[config.mk]
export PLATFORM = sky130hd
export DESIGN_NAME = mem_access_sequencer
export DESIGN_NICKNAME = d
export VERILOG_FILES = /design/src/rtl/mas_pkg.sv /design/src/rtl/mas_region_decode.sv /design/src/rtl/mas_wait_calc.sv /design/src/rtl/mas_read_assemble.sv /design/src/rtl/mem_access_sequencer.sv
export SDC_FILE = /design/constraint.sdc
export NUM_CORES = 1
export LEC_CHECK = 0
export ABC_AREA = 1
export BUFFER_PORTS_ARGS = -buffer_cell sky130_fd_sc_hd__buf_2
export CORE_UTILIZATION = 47
export CTS_CLUSTER_SIZE = 30
export DETAILED_ROUTE_END_ITERATION = 10
export GPL_ROUTABILITY_DRIVEN = 0
export PLACE_DENSITY = 0.8
export SLEW_MARGIN = 0
export SYNTH_ARGS = -nofsm -noshare
export SYNTH_HDL_FRONTEND = slang
export SYNTH_SLANG_ARGS = --single-unit
export TNS_END_PERCENT = 30
[constraint.sdc]
create_clock -name clk -period 4.5 [get_ports clk]
set_clock_uncertainty 0.15 [all_clocks]
set_input_delay 0.45 -clock clk [delete_from_list [all_inputs] [get_ports clk]]
set_output_delay 0.45 -clock clk [all_outputs]
set_load 0.01 [all_outputs]
[src/rtl/mas_pkg.sv]
package mas_pkg;
  typedef enum logic [2:0] {
    RG_RAM   = 3'd0,
    RG_FLASH = 3'd1,
    RG_PERI  = 3'd2,
    RG_CORE  = 3'd3,
    RG_NONE  = 3'd4
  } region_e;

  typedef enum logic [1:0] {
    ST_IDLE = 2'd0,
    ST_XFER = 2'd1,
    ST_DONE = 2'd2
  } state_e;

  localparam int unsigned SIZE_W = 2;
  localparam int unsigned CLK_W  = 3;
endpackage

[src/rtl/mas_region_decode.sv]
module mas_region_decode
  import mas_pkg::*;
#(
  parameter int unsigned ADDR_W = 24,
  parameter int unsigned NWIN   = 4,
  parameter logic [ADDR_W-1:0] RAM_HI   = 24'h003FFF,
  parameter logic [ADDR_W-1:0] FLASH_LO = 24'h008000,
  parameter logic [ADDR_W-1:0] FLASH_HI = 24'h027FFF,
  parameter logic [ADDR_W-1:0] CORE_LO  = 24'hFFFC00,
  parameter logic [NWIN*ADDR_W-1:0] WIN_LO =
    {24'h005100, 24'h005000, 24'h004200, 24'h004000},
  parameter logic [NWIN*ADDR_W-1:0] WIN_HI =
    {24'h005FFF, 24'h0050FF, 24'h0043FF, 24'h0041FF},
  parameter logic [NWIN*SIZE_W-1:0] WIN_WLOG =
    {2'd1, 2'd0, 2'd1, 2'd0}
) (
  input  logic [ADDR_W-1:0] addr,
  output region_e           region,
  output logic [SIZE_W-1:0] wlog
);
  logic [NWIN-1:0] win_hit;

  genvar gi;
  generate
    for (gi = 0; gi < NWIN; gi++) begin : g_win
      assign win_hit[gi] = (addr >= WIN_LO[gi*ADDR_W +: ADDR_W]) &&
                           (addr <= WIN_HI[gi*ADDR_W +: ADDR_W]);
    end
  endgenerate

  always_comb begin
    region = RG_NONE;
    wlog   = 2'd2;
    if (addr <= RAM_HI) begin
      region = RG_RAM;
      wlog   = 2'd2;
    end else if ((addr >= FLASH_LO) && (addr <= FLASH_HI)) begin
      region = RG_FLASH;
      wlog   = 2'd1;
    end else if (addr >= CORE_LO) begin
      region = RG_CORE;
      wlog   = 2'd2;
    end else begin
      for (int i = 0; i < int'(NWIN); i++) begin
        if (win_hit[i]) begin
          region = RG_PERI;
          wlog   = WIN_WLOG[i*SIZE_W +: SIZE_W];
        end
      end
    end
  end
endmodule

[src/rtl/mas_wait_calc.sv]
module mas_wait_calc
  import mas_pkg::*;
#(
  parameter logic [CLK_W-1:0] FETCH_MIN = 3'd1,
  parameter logic [CLK_W-1:0] DATA_MIN  = 3'd2
) (
  input  region_e          region,
  input  logic             fetch,
  input  logic             write,
  input  logic [1:0]       cfg_fetch,
  input  logic [1:0]       cfg_data,
  output logic [CLK_W-1:0] clks
);
  logic [CLK_W-1:0] fetch_raw;
  logic [CLK_W-1:0] data_raw;

  assign fetch_raw = {1'b0, cfg_fetch};
  assign data_raw  = {1'b0, cfg_data} + 3'd1;

  always_comb begin
    clks = 3'd1;
    if (region == RG_FLASH) begin
      if (fetch && !write) begin
        clks = (fetch_raw < FETCH_MIN) ? FETCH_MIN : fetch_raw;
      end else begin
        clks = (data_raw < DATA_MIN) ? DATA_MIN : data_raw;
      end
    end
  end
endmodule

[src/rtl/mas_read_assemble.sv]
module mas_read_assemble #(
  parameter int unsigned DATA_W = 32
) (
  input  logic              clk,
  input  logic              rst_n,
  input  logic              clear,
  input  logic              load,
  input  logic [1:0]        beat_idx,
  input  logic [1:0]        wlog,
  input  logic [DATA_W-1:0] chunk,
  output logic [DATA_W-1:0] data
);
  localparam int unsigned NBYTES = DATA_W / 8;

  logic [DATA_W-1:0] data_q;
  logic [DATA_W-1:0] data_d;
  logic [3:0]        lane_lo;
  logic [3:0]        lane_cnt;

  assign lane_lo  = 4'(beat_idx) << wlog;
  assign lane_cnt = 4'd1 << wlog;

  genvar gj;
  generate
    for (gj = 0; gj < NBYTES; gj++) begin : g_lane
      logic       hit;
      logic [3:0] src;
      assign hit = (4'(gj) >= lane_lo) && (4'(gj) < lane_lo + lane_cnt);
      assign src = 4'(gj) - lane_lo;
      always_comb begin
        if (clear) begin
          data_d[gj*8 +: 8] = 8'h00;
        end else if (load && hit) begin
          data_d[gj*8 +: 8] = chunk[src*8 +: 8];
        end else begin
          data_d[gj*8 +: 8] = data_q[gj*8 +: 8];
        end
      end
    end
  endgenerate

  always_ff @(posedge clk or negedge rst_n) begin
    if (!rst_n) begin
      data_q <= '0;
    end else if (clear || load) begin
      data_q <= data_d;
    end
  end

  assign data = data_q;

  p_clear_zero_r3: assert property (@(posedge clk) disable iff (!rst_n)
    clear |=> (data == '0));
endmodule

[src/rtl/mem_access_sequencer.sv]
module mem_access_sequencer
  import mas_pkg::*;
#(
  parameter int unsigned ADDR_W = 24,
  parameter int unsigned DATA_W = 32
) (
  input  logic              clk,
  input  logic              rst_n,
  input  logic              req_valid,
  input  logic [ADDR_W-1:0] req_addr,
  input  logic [1:0]        req_size,
  input  logic              req_write,
  input  logic              req_fetch,
  input  logic [DATA_W-1:0] req_wdata,
  input  logic [1:0]        cfg_fetch_wait,
  input  logic [1:0]        cfg_data_wait,
  output logic              busy,
  output logic              ready,
  output logic              err,
  output logic [DATA_W-1:0] rdata,
  output logic              dev_stb,
  output logic              dev_we,
  output logic [ADDR_W-1:0] dev_addr,
  output logic [1:0]        dev_size,
  output logic [DATA_W-1:0] dev_wdata,
  input  logic [DATA_W-1:0] dev_rdata
);
  state_e            state_q, state_d;
  logic              err_q, err_d;
  logic [1:0]        beat_q, beat_d;
  logic [CLK_W-1:0]  wait_q, wait_d;

  logic [ADDR_W-1:0] a_addr_q;
  logic [DATA_W-1:0] a_wdata_q;
  logic              a_write_q;
  logic              a_fetch_q;
  region_e           a_region_q;
  logic [1:0]        a_esz_q;
  logic [2:0]        a_beats_q;
  logic [CLK_W-1:0]  a_clks_q;

  region_e           dec_region;
  logic [1:0]        dec_wlog;
  logic [CLK_W-1:0]  req_clks;
  logic [1:0]        req_sz;
  logic [1:0]        req_esz;
  logic [2:0]        req_beats;

  logic              accept;
  logic              beat_end;
  logic              last_beat;
  logic              load_rd;
  logic [3:0]        byte_off;

  mas_region_decode #(.ADDR_W(ADDR_W)) u_decode (
    .addr   (req_addr),
    .region (dec_region),
    .wlog   (dec_wlog)
  );

  mas_wait_calc u_wait (
    .region    (dec_region),
    .fetch     (req_fetch),
    .write     (req_write),
    .cfg_fetch (cfg_fetch_wait),
    .cfg_data  (cfg_data_wait),
    .clks      (req_clks)
  );

  assign req_sz    = (req_size == 2'd3) ? 2'd2 : req_size;
  assign req_esz   = (req_sz > dec_wlog) ? dec_wlog : req_sz;
  assign req_beats = 3'd1 << (req_sz - req_esz);

  assign accept    = (state_q == ST_IDLE) && req_valid;
  assign beat_end  = (wait_q == a_clks_q - 3'd1);
  assign last_beat = ({1'b0, beat_q} + 3'd1 == a_beats_q);
  assign load_rd   = (state_q == ST_XFER) && beat_end && !a_write_q;

  always_comb begin
    state_d = state_q;
    err_d   = err_q;
    beat_d  = beat_q;
    wait_d  = wait_q;
    case (state_q)
      ST_IDLE: begin
        if (req_valid) begin
          beat_d = 2'd0;
          wait_d = '0;
          if (dec_region == RG_NONE) begin
            state_d = ST_DONE;
            err_d   = 1'b1;
          end else begin
            state_d = ST_XFER;
            err_d   = 1'b0;
          end
        end
      end
      ST_XFER: begin
        if (beat_end) begin
          wait_d = '0;
          if (last_beat) begin
            state_d = ST_DONE;
          end else begin
            beat_d = beat_q + 2'd1;
          end
        end else begin
          wait_d = wait_q + 3'd1;
        end
      end
      ST_DONE: begin
        state_d = ST_IDLE;
        err_d   = 1'b0;
      end
      default: begin
        state_d = ST_IDLE;
        err_d   = 1'b0;
      end
    endcase
  end

  always_ff @(posedge clk or negedge rst_n) begin
    if (!rst_n) begin
      state_q <= ST_IDLE;
      err_q   <= 1'b0;
      beat_q  <= 2'd0;
      wait_q  <= '0;
    end else begin
      state_q <= state_d;
      err_q   <= err_d;
      beat_q  <= beat_d;
      wait_q  <= wait_d;
    end
  end

  always_ff @(posedge clk or negedge rst_n) begin
    if (!rst_n) begin
      a_addr_q   <= '0;
      a_wdata_q  <= '0;
      a_write_q  <= 1'b0;
      a_fetch_q  <= 1'b0;
      a_region_q <= RG_NONE;
      a_esz_q    <= 2'd0;
      a_beats_q  <= 3'd1;
      a_clks_q   <= 3'd1;
    end else if (accept) begin
      a_addr_q   <= req_addr;
      a_wdata_q  <= req_wdata;
      a_write_q  <= req_write;
      a_fetch_q  <= req_fetch;
      a_region_q <= dec_region;
      a_esz_q    <= req_esz;
      a_beats_q  <= req_beats;
      a_clks_q   <= req_clks;
    end
  end

  mas_read_assemble #(.DATA_W(DATA_W)) u_asm (
    .clk      (clk),
    .rst_n    (rst_n),
    .clear    (accept),
    .load     (load_rd),
    .beat_idx (beat_q),
    .wlog     (a_esz_q),
    .chunk    (dev_rdata),
    .data     (rdata)
  );

  assign byte_off  = 4'(beat_q) << a_esz_q;
  assign busy      = (state_q != ST_IDLE);
  assign ready     = (state_q == ST_DONE);
  assign err       = err_q;
  assign dev_stb   = (state_q == ST_XFER);
  assign dev_we    = a_write_q;
  assign dev_size  = a_esz_q;
  assign dev_addr  = a_addr_q + ADDR_W'(byte_off);
  assign dev_wdata = a_wdata_q >> {byte_off, 3'b000};

  p_ready_one_clk_r7: assert property (@(posedge clk) disable iff (!rst_n)
    ready |=> !ready);

  p_ready_in_busy_r7: assert property (@(posedge clk) disable iff (!rst_n)
    ready |-> busy);

  p_no_strobe_idle_r9: assert property (@(posedge clk) disable iff (!rst_n)
    !busy |-> !dev_stb);

  p_single_clk_outside_flash_r4: assert property (@(posedge clk) disable iff (!rst_n)
    (dev_stb && a_region_q != RG_FLASH) |-> beat_end);

  p_flash_data_min_r6: assert property (@(posedge clk) disable iff (!rst_n)
    (dev_stb && a_region_q == RG_FLASH && !(a_fetch_q && !a_write_q)) |-> (a_clks_q >= 3'd2));

  p_addr_held_r2: assert property (@(posedge clk) disable iff (!rst_n)
    (dev_stb && !beat_end) |=> (dev_stb && $stable(dev_addr)));

  p_unmapped_zero_r8: assert property (@(posedge clk) disable iff (!rst_n)
    err |-> (ready && rdata == '0 && !dev_stb));
endmodule

==> results of run 1 <==
-- worst min-delay path by stage --
| stage | start | end | slack, ns | cells after the start |
|---|---|---|---|---|
| 2_1_floorplan | rst_n | a_addr_q[0]$_DFFE_PN0P_ | 0.004 | 0 |
| 3_3_place_gp | a_wdata_q[6]$_DFFE_PN0P_ | a_wdata_q[6]$_DFFE_PN0P_ | 0.31 | 2 |
| 3_5_place_dp | a_wdata_q[4]$_DFFE_PN0P_ | a_wdata_q[4]$_DFFE_PN0P_ | 0.31 | 2 |
| 4_1_cts | rst_n | u_asm.data[18]$_DFFE_PN0P_ | 0.07 | 1 |
| 5_1_grt | rst_n | u_asm.data[7]$_DFFE_PN0P_ | 0.11 | 1 |
| 6_report | rst_n | u_asm.data[14]$_DFFE_PN0P_ | 0.04 | 1 |
-- placed cells by master (no fill, tap or decap), types with 13 or more instances in the layout --
cell type    n
ha_1        21
nand3_1     89
nand2_1    388
xor2_1      21
buf_2      192
nand4_1     14
dfrtp_1    103
inv_1      122
nor2_1     109
o211ai_1    15
a21oi_1     21
o21ai_0     88
nor3_1      13
-- routing by layer --
| layer | vias to the layer above | wire, µm | global-route usage, % |
|---|---|---|---|
| met2 | 276 | 10220 | 44.07 |
| met5 | - | 0 | 0 |
| met4 | 0 | 594 | 11.63 |
| met3 | 40 | 1240 | 3.950 |
| met1 | 3683 | 9243 | 33.11 |
| li1 | 3953 | - | - |
-- sequential cells by signal, indices dropped and copies added, names as in the netlist --
register and count:
a_addr_q 24, a_beats_q 3, a_clks_q 3, a_wdata_q 32, beat_q 2, dev_size 2, dev_we 1, err 1
state_q 2, u_asm.data 32, wait_q 3
-- area by class of cell --
class	instances	area, µm²	area share (%)
Multi-Input combinational cell	851	4175	46.81
Sequential cell	105	2630	29.49
Timing Repair Buffer	201	1028	11.53
Inverter	132	495.5	5.555
Tap cell	211	264.0	2.960
Clock buffer	11	242.7	2.721
Clock inverter	4	76.32	0.8557
Antenna cell	3	7.507	0.08416
-- metrics by stage --
stage / total power, mW / cell area [µm²] / utilization [%]
global placement: 3.669 / 8593 / 55.70
floorplan: 2.909 / 7540 / -
CTS: 4.597 / 8912 / 57.77
detailed placement: 3.721 / 8593 / 55.70
finish: 4.578 / 8920 / 57.82
global route: 4.938 / 8920 / 57.82
-- power groups by stage --
stage	Sequential (mW)	Clock, mW	Combinational, mW
after detailed placement	1.68	0	2.05
after CTS	1.66	0.881	2.05
after floorplan	1.65	0	1.26
final	1.67	0.867	2.04
after global placement	1.67	0	2.00
after global routing	1.72	0.916	2.30
-- logic make-up after synthesis --
logic type,count (synthesis),synth area share (%)
xor+xnor,34,4.049
simple gates,634,35.01
flops,105,34.88
fa+ha+maj,23,4.016
compound gates,160,12.23
buf+inv,181,9.807
==> impl_metrics.ini, run 1 <==
[timing]
layout_setup_ws_ns = 0.6522
final-setup-viol-count = 0
post-route-min-period_ns = 3.848
setup-tns-final_ns = 0
holdWs_ns = 0.03965
drv_slew = 0
slew_headroom_pct = 29.69
tightestPinTransition_ns = 1.055
finalHoldViolCount = 0
post-route-period-util_pct = 85.51
fmax_ghz = 0.2599
rsz0062_at_grt = no

[layout]
fillers = 1535
finalNetCount = 1422
fin_cells = 1518
drive_gt1_share_pct = 19.02
area_delta_synth_final_pct = 18.30

[setup_path]
required_ns = 3.90
rr_endpoint = u_asm.data[16]$_DFFE_PN0P_
crit_buf_inv = 2
reg2reg_slack_ns = 1.22
endpoint = dev_addr[22]
cp_max_fo = 17
slowest_stage = dfrtp_1
cp-start-kind = flop
reg2reg_from = dev_size[1]$_DFFE_PN0P_
reg2reg_depth = 10
crit_cells = 13
crit_path_start = dev_size[0]$_DFFE_PN0P_
cpPeakStageDelay_ns = 0.48
worst_ep_arrival_time_ns = 3.25
crit_path_end_kind = primary output
cp_common_cell = nand2_1
critPathTopFamily = simple AND/OR/NAND/NOR gates
crit_chain = nand2_1, o21ai_2, nand2_2, inv_2, ha_1, a21oi_1, nand2_1, nand4_1, nor2_1, nand2_1, nor2_1, xor2_1, buf_2
path_class = reg -> out

[yosys]
syn_inst = 1137
yosys.area.top_type = dfrtp_1
ys_seq_elements = 105
synth.distinct_cells = 46
synth_most_common_cell = nand2_1
syn-cell-area_um2 = 7540
yosysTopAreaCellShare_pct = 34.19
ys.flop_type = dfrtp_1
ys_warn_count = 0
synth_edf_count = 0
synth_common_cells = 388 x nand2_1, 123 x inv_1, 109 x nor2_1, 103 x dfrtp_1, 89 x nand3_1
yosysSeqAreaShare_pct = 34.88
syn_nets = 1259
synth_async_sr_flop_share_pct = 100.0
avgSynthCellArea_um2 = 6.631
synthTopCellsByArea = dfrtp_1 34%, nand2_1 19%, inv_1 6.1%

[detailed_routing]
ant_nets = 0
wl_per_cell_um = 14.03
drt_first_pass_iters = 7
drcViolationCount = 0
viasPerCell = 5.238
drtIter0Drc = 670
via_count = 7952
wl_um = 21300

[cts]
cts_root_buf = clkbuf_16
insertion_delay_ns = 0.35
holdBufCountCts = 0
ctsHtreeMaxLevel = 3
cts.sinks = 105
ctsResizeCount = 0
cts_tree = built
post-cts-setup-buffer-count = 0
path_clk_slew_ns = 0.08
numCtsBuffers = 9
cts_buffer_depth = 2

[grt]
grt_pass1_vias = 7121
grt_pass1_wl_um = 33910
grt_max_degree = 128
antenna_found_initial = 3
grt_overflow = 0
track_usage_pct = 26.09

[outcome]
status = finished, final reports clean

[place]
dp.cells = 1500
io_buffer_count = 193
post-place-ws_ns = 1.021
dpl.hpwl_um = 15800

[power]
leakagePower_nw = 5.131
switching_power_mw = 1.963
ir_drop_mv = 0.4311
switching_share_pct = 42.88
power_frac_comb_pct = 44.6
p_seq_share_pct = 36.4
p_int_mw = 2.615
p_per_area_nw_per_um2 = 513.3
clock_power_share_pct = 18.9

[die]
die_area_um2 = 16550
core-area_um2 = 15430
floorplan.rows = 45
die_h_um = 128.7
ioPinCount = 194
die_w_um = 128.7
start_util_pct = 48.87

[hold_path]
hp-class = in -> async

[job]
cap_viol_max_count = 0
Note: power is estimated with default switching activity, not from simulation.
==> run 2: changes to the inputs <==
--- a/config.mk
+++ b/config.mk
@@ -12,6 +12,7 @@
 export DETAILED_ROUTE_END_ITERATION = 10
 export GPL_ROUTABILITY_DRIVEN = 0
 export PLACE_DENSITY = 0.8
+export RECOVER_POWER = 25
 export SLEW_MARGIN = 0
 export SYNTH_ARGS = -nofsm -noshare
 export SYNTH_HDL_FRONTEND = slang
==> constraint.sdc (replaced) <==
create_clock -name clk -period 4.5 [get_ports clk]
set_clock_uncertainty 0.15 [all_clocks]
set_input_delay 1.125 -clock clk [delete_from_list [all_inputs] [get_ports clk]]
set_output_delay 1.125 -clock clk [all_outputs]
set_load 0.01 [all_outputs]
==> run 2 against run 1 <==
  * Via count shrank 1.0%
  * Setup slack got worse by 0.44 ns
  * Sequential share of layout area is essentially flat
  * Sequential power barely moved
  * Wire length increased by 0.66%
  * Clock power shrank 2%
  * Critical path depth rose by 1
  * Utilization increased by 0.15 points
  * Sequential cell count did not move
  * Combinational power hardly changed
  * Non-clock buffer count is 2 higher
  * First-iteration DRC count fell by 16%
  * Largest power group unchanged
==> impl_metrics.ini, run 2 (same netlist as run 1, synthesis figures left out) <==
[outcome]
status = finished, final reports clean

[job]
cap_viol_max_count = 0

[timing]
post-route-min-period_ns = 4.291
drv_slew = 0
slew_headroom_pct = 12.37
post-route-period-util_pct = 95.36
finalHoldViolCount = 0
layout_setup_ws_ns = 0.2086
fmax_ghz = 0.2330
tightestPinTransition_ns = 1.315
final-setup-viol-count = 0

[layout]
area_delta_synth_final_pct = 18.62
fillers = 1499
utilization_pct = 57.97
finalNetCount = 1424
multiInputGateArea_um2 = 4185
final_cell_mix = 388 x nand2_1, 192 x buf_2, 122 x inv_1, 108 x nor2_1, 100 x dfrtp_1
seqCellArea_um2 = 2634
drive_gt1_share_pct = 19.51
mostFrequentLayoutCell = nand2_1

[detailed_routing]
drcViolationCount = 0
dr_wl_met3_um = 1342
drt_first_pass_iters = 5
wl_um = 21440
drtIter0Drc = 563
highest_layer = met4
wl_met1_um = 9463
via_count = 7872
viasPerCell = 5.182
ant_nets = 0
wl_per_cell_um = 14.11
wl_met2_um = 9940

[setup_path]
worst_ep_arrival_time_ns = 3.02
cp-start-kind = flop
crit_path_end_kind = primary output
cp_max_fo = 7
slowest_stage = dfrtp_2
crit_chain = o21ai_4, inv_2, nor2_4, inv_2, fa_1, inv_1, nand3_1, nand2_1, nand4_1, nor2_2, nand2_1, nor2_1, xor2_1, buf_2
path_class = reg -> out
required_ns = 3.22
cpPeakStageDelay_ns = 0.48

[cts]
cts_tree = built
ctsHtreeMaxLevel = 3
cts.sinks = 105
holdBufCountCts = 0
numCtsBuffers = 9
insertion_delay_ns = 0.37
path_clk_slew_ns = 0.08
cts_root_buf = clkbuf_16
cts_buffer_depth = 2

[grt]
grt_pass1_wl_um = 33960
track_usage_pct = 26.17
grt_pass1_vias = 7191
antenna_found_initial = 1
grt_overflow = 0
grt_max_degree = 128

[die]
ioPinCount = 194
die_w_um = 128.7
start_util_pct = 48.87
floorplan.rows = 45
core-area_um2 = 15430
die_area_um2 = 16550
die_h_um = 128.7

[power]
leakagePower_nw = 5.137
ir_drop_mv = 0.2854
p_per_area_nw_per_um2 = 510.2
power_mw = 4.563

[place]
io_buffer_count = 193
post-place-ws_ns = 0.4270
dpl.hpwl_um = 15780

[hold_path]
hp-class = reg -> reg
==> run 2: where the power goes <==
group	internal [mW]	leakage, nW	switching (mW)	total (mW)
clock	0.448	0.157	0.403	0.852
sequential	1.33	1.32	0.331	1.67
combinational	0.780	3.66	1.27	2.05
==> run 2: area by class of cell <==
type / instances / area share [%]
antenna: 1 / 0.02798
clock buffer: 9 / 2.518
clock inverter: 7 / 1.091
inverter: 132 / 5.540
multi-input combinational: 851 / 46.80
sequential: 105 / 29.45
tap: 211 / 2.952
timing repair buffer: 203 / 11.63
==> run 2: final timing paths <==
check / start / end / slack (ns) / depth (start not counted)
hold / removal: a_wdata_q[5]$_DFFE_PN0P_ / a_wdata_q[5]$_DFFE_PN0P_ / 0.32 / 2
min in group asynchronous: rst_n / u_asm.data[20]$_DFFE_PN0P_ / 0.65 / 1
hold reg to reg: a_wdata_q[5]$_DFFE_PN0P_ / a_wdata_q[5]$_DFFE_PN0P_ / 0.32 / 2
setup reg to reg: dev_size[1]$_DFFE_PN0P_ / u_asm.data[16]$_DFFE_PN0P_ / 1.12 / 10
setup / recovery: dev_size[0]$_DFFE_PN0P_ / dev_addr[22] / 0.21 / 14
max in group asynchronous: rst_n / a_wdata_q[26]$_DFFE_PN0P_ / 1.89 / 2
==> run 2: critical path, delay by kind of cell (launching register included) <==
kind / cells / cell delay (ns)
AO/OA/AOI/OAI: 1 / 0.27
XOR/XNOR: 1 / 0.15
adder cells (fa/ha/maj): 1 / 0.44
buffers and inverters: 4 / 0.38
flip-flops: 1 / 0.48
AND/OR/NAND/NOR: 7 / 0.94
==> run 2: what timing repair did <==
| action | CTS | global route |
|---|---|---|
| resized for setup | 0 | 5 |
| setup endpoints to repair | 0 | 8 |
| setup buffers | 0 | 0 |
==> run 2: metrics by stage <==
| stage | TNS, ns | instance area [µm²] | instances | hold slack [ns] |
|---|---|---|---|---|
| finish | 0 | 8944 | 1519 | 0.3238 |
| global route | -0.03278 | 8944 | 1519 | 0.3398 |
| CTS | 0 | 8931 | 1518 | 0.3294 |
| detailed placement | 0 | 8608 | 1502 | 0.3101 |
| global placement | 0 | 8608 | 1502 | 0.3068 |
| floorplan | 0 | 7540 | 1137 | 0.2922 |
==> run 2: per-layer routing <==
| metal | vias to the layer above | track usage [%] |
|---|---|---|
| met2 | 282 | 42.99 |
| met5 | - | 0 |
| met1 | 3578 | 33.87 |
| met4 | 0 | 10.31 |
| met3 | 52 | 5.364 |
| li1 | 3960 | - |
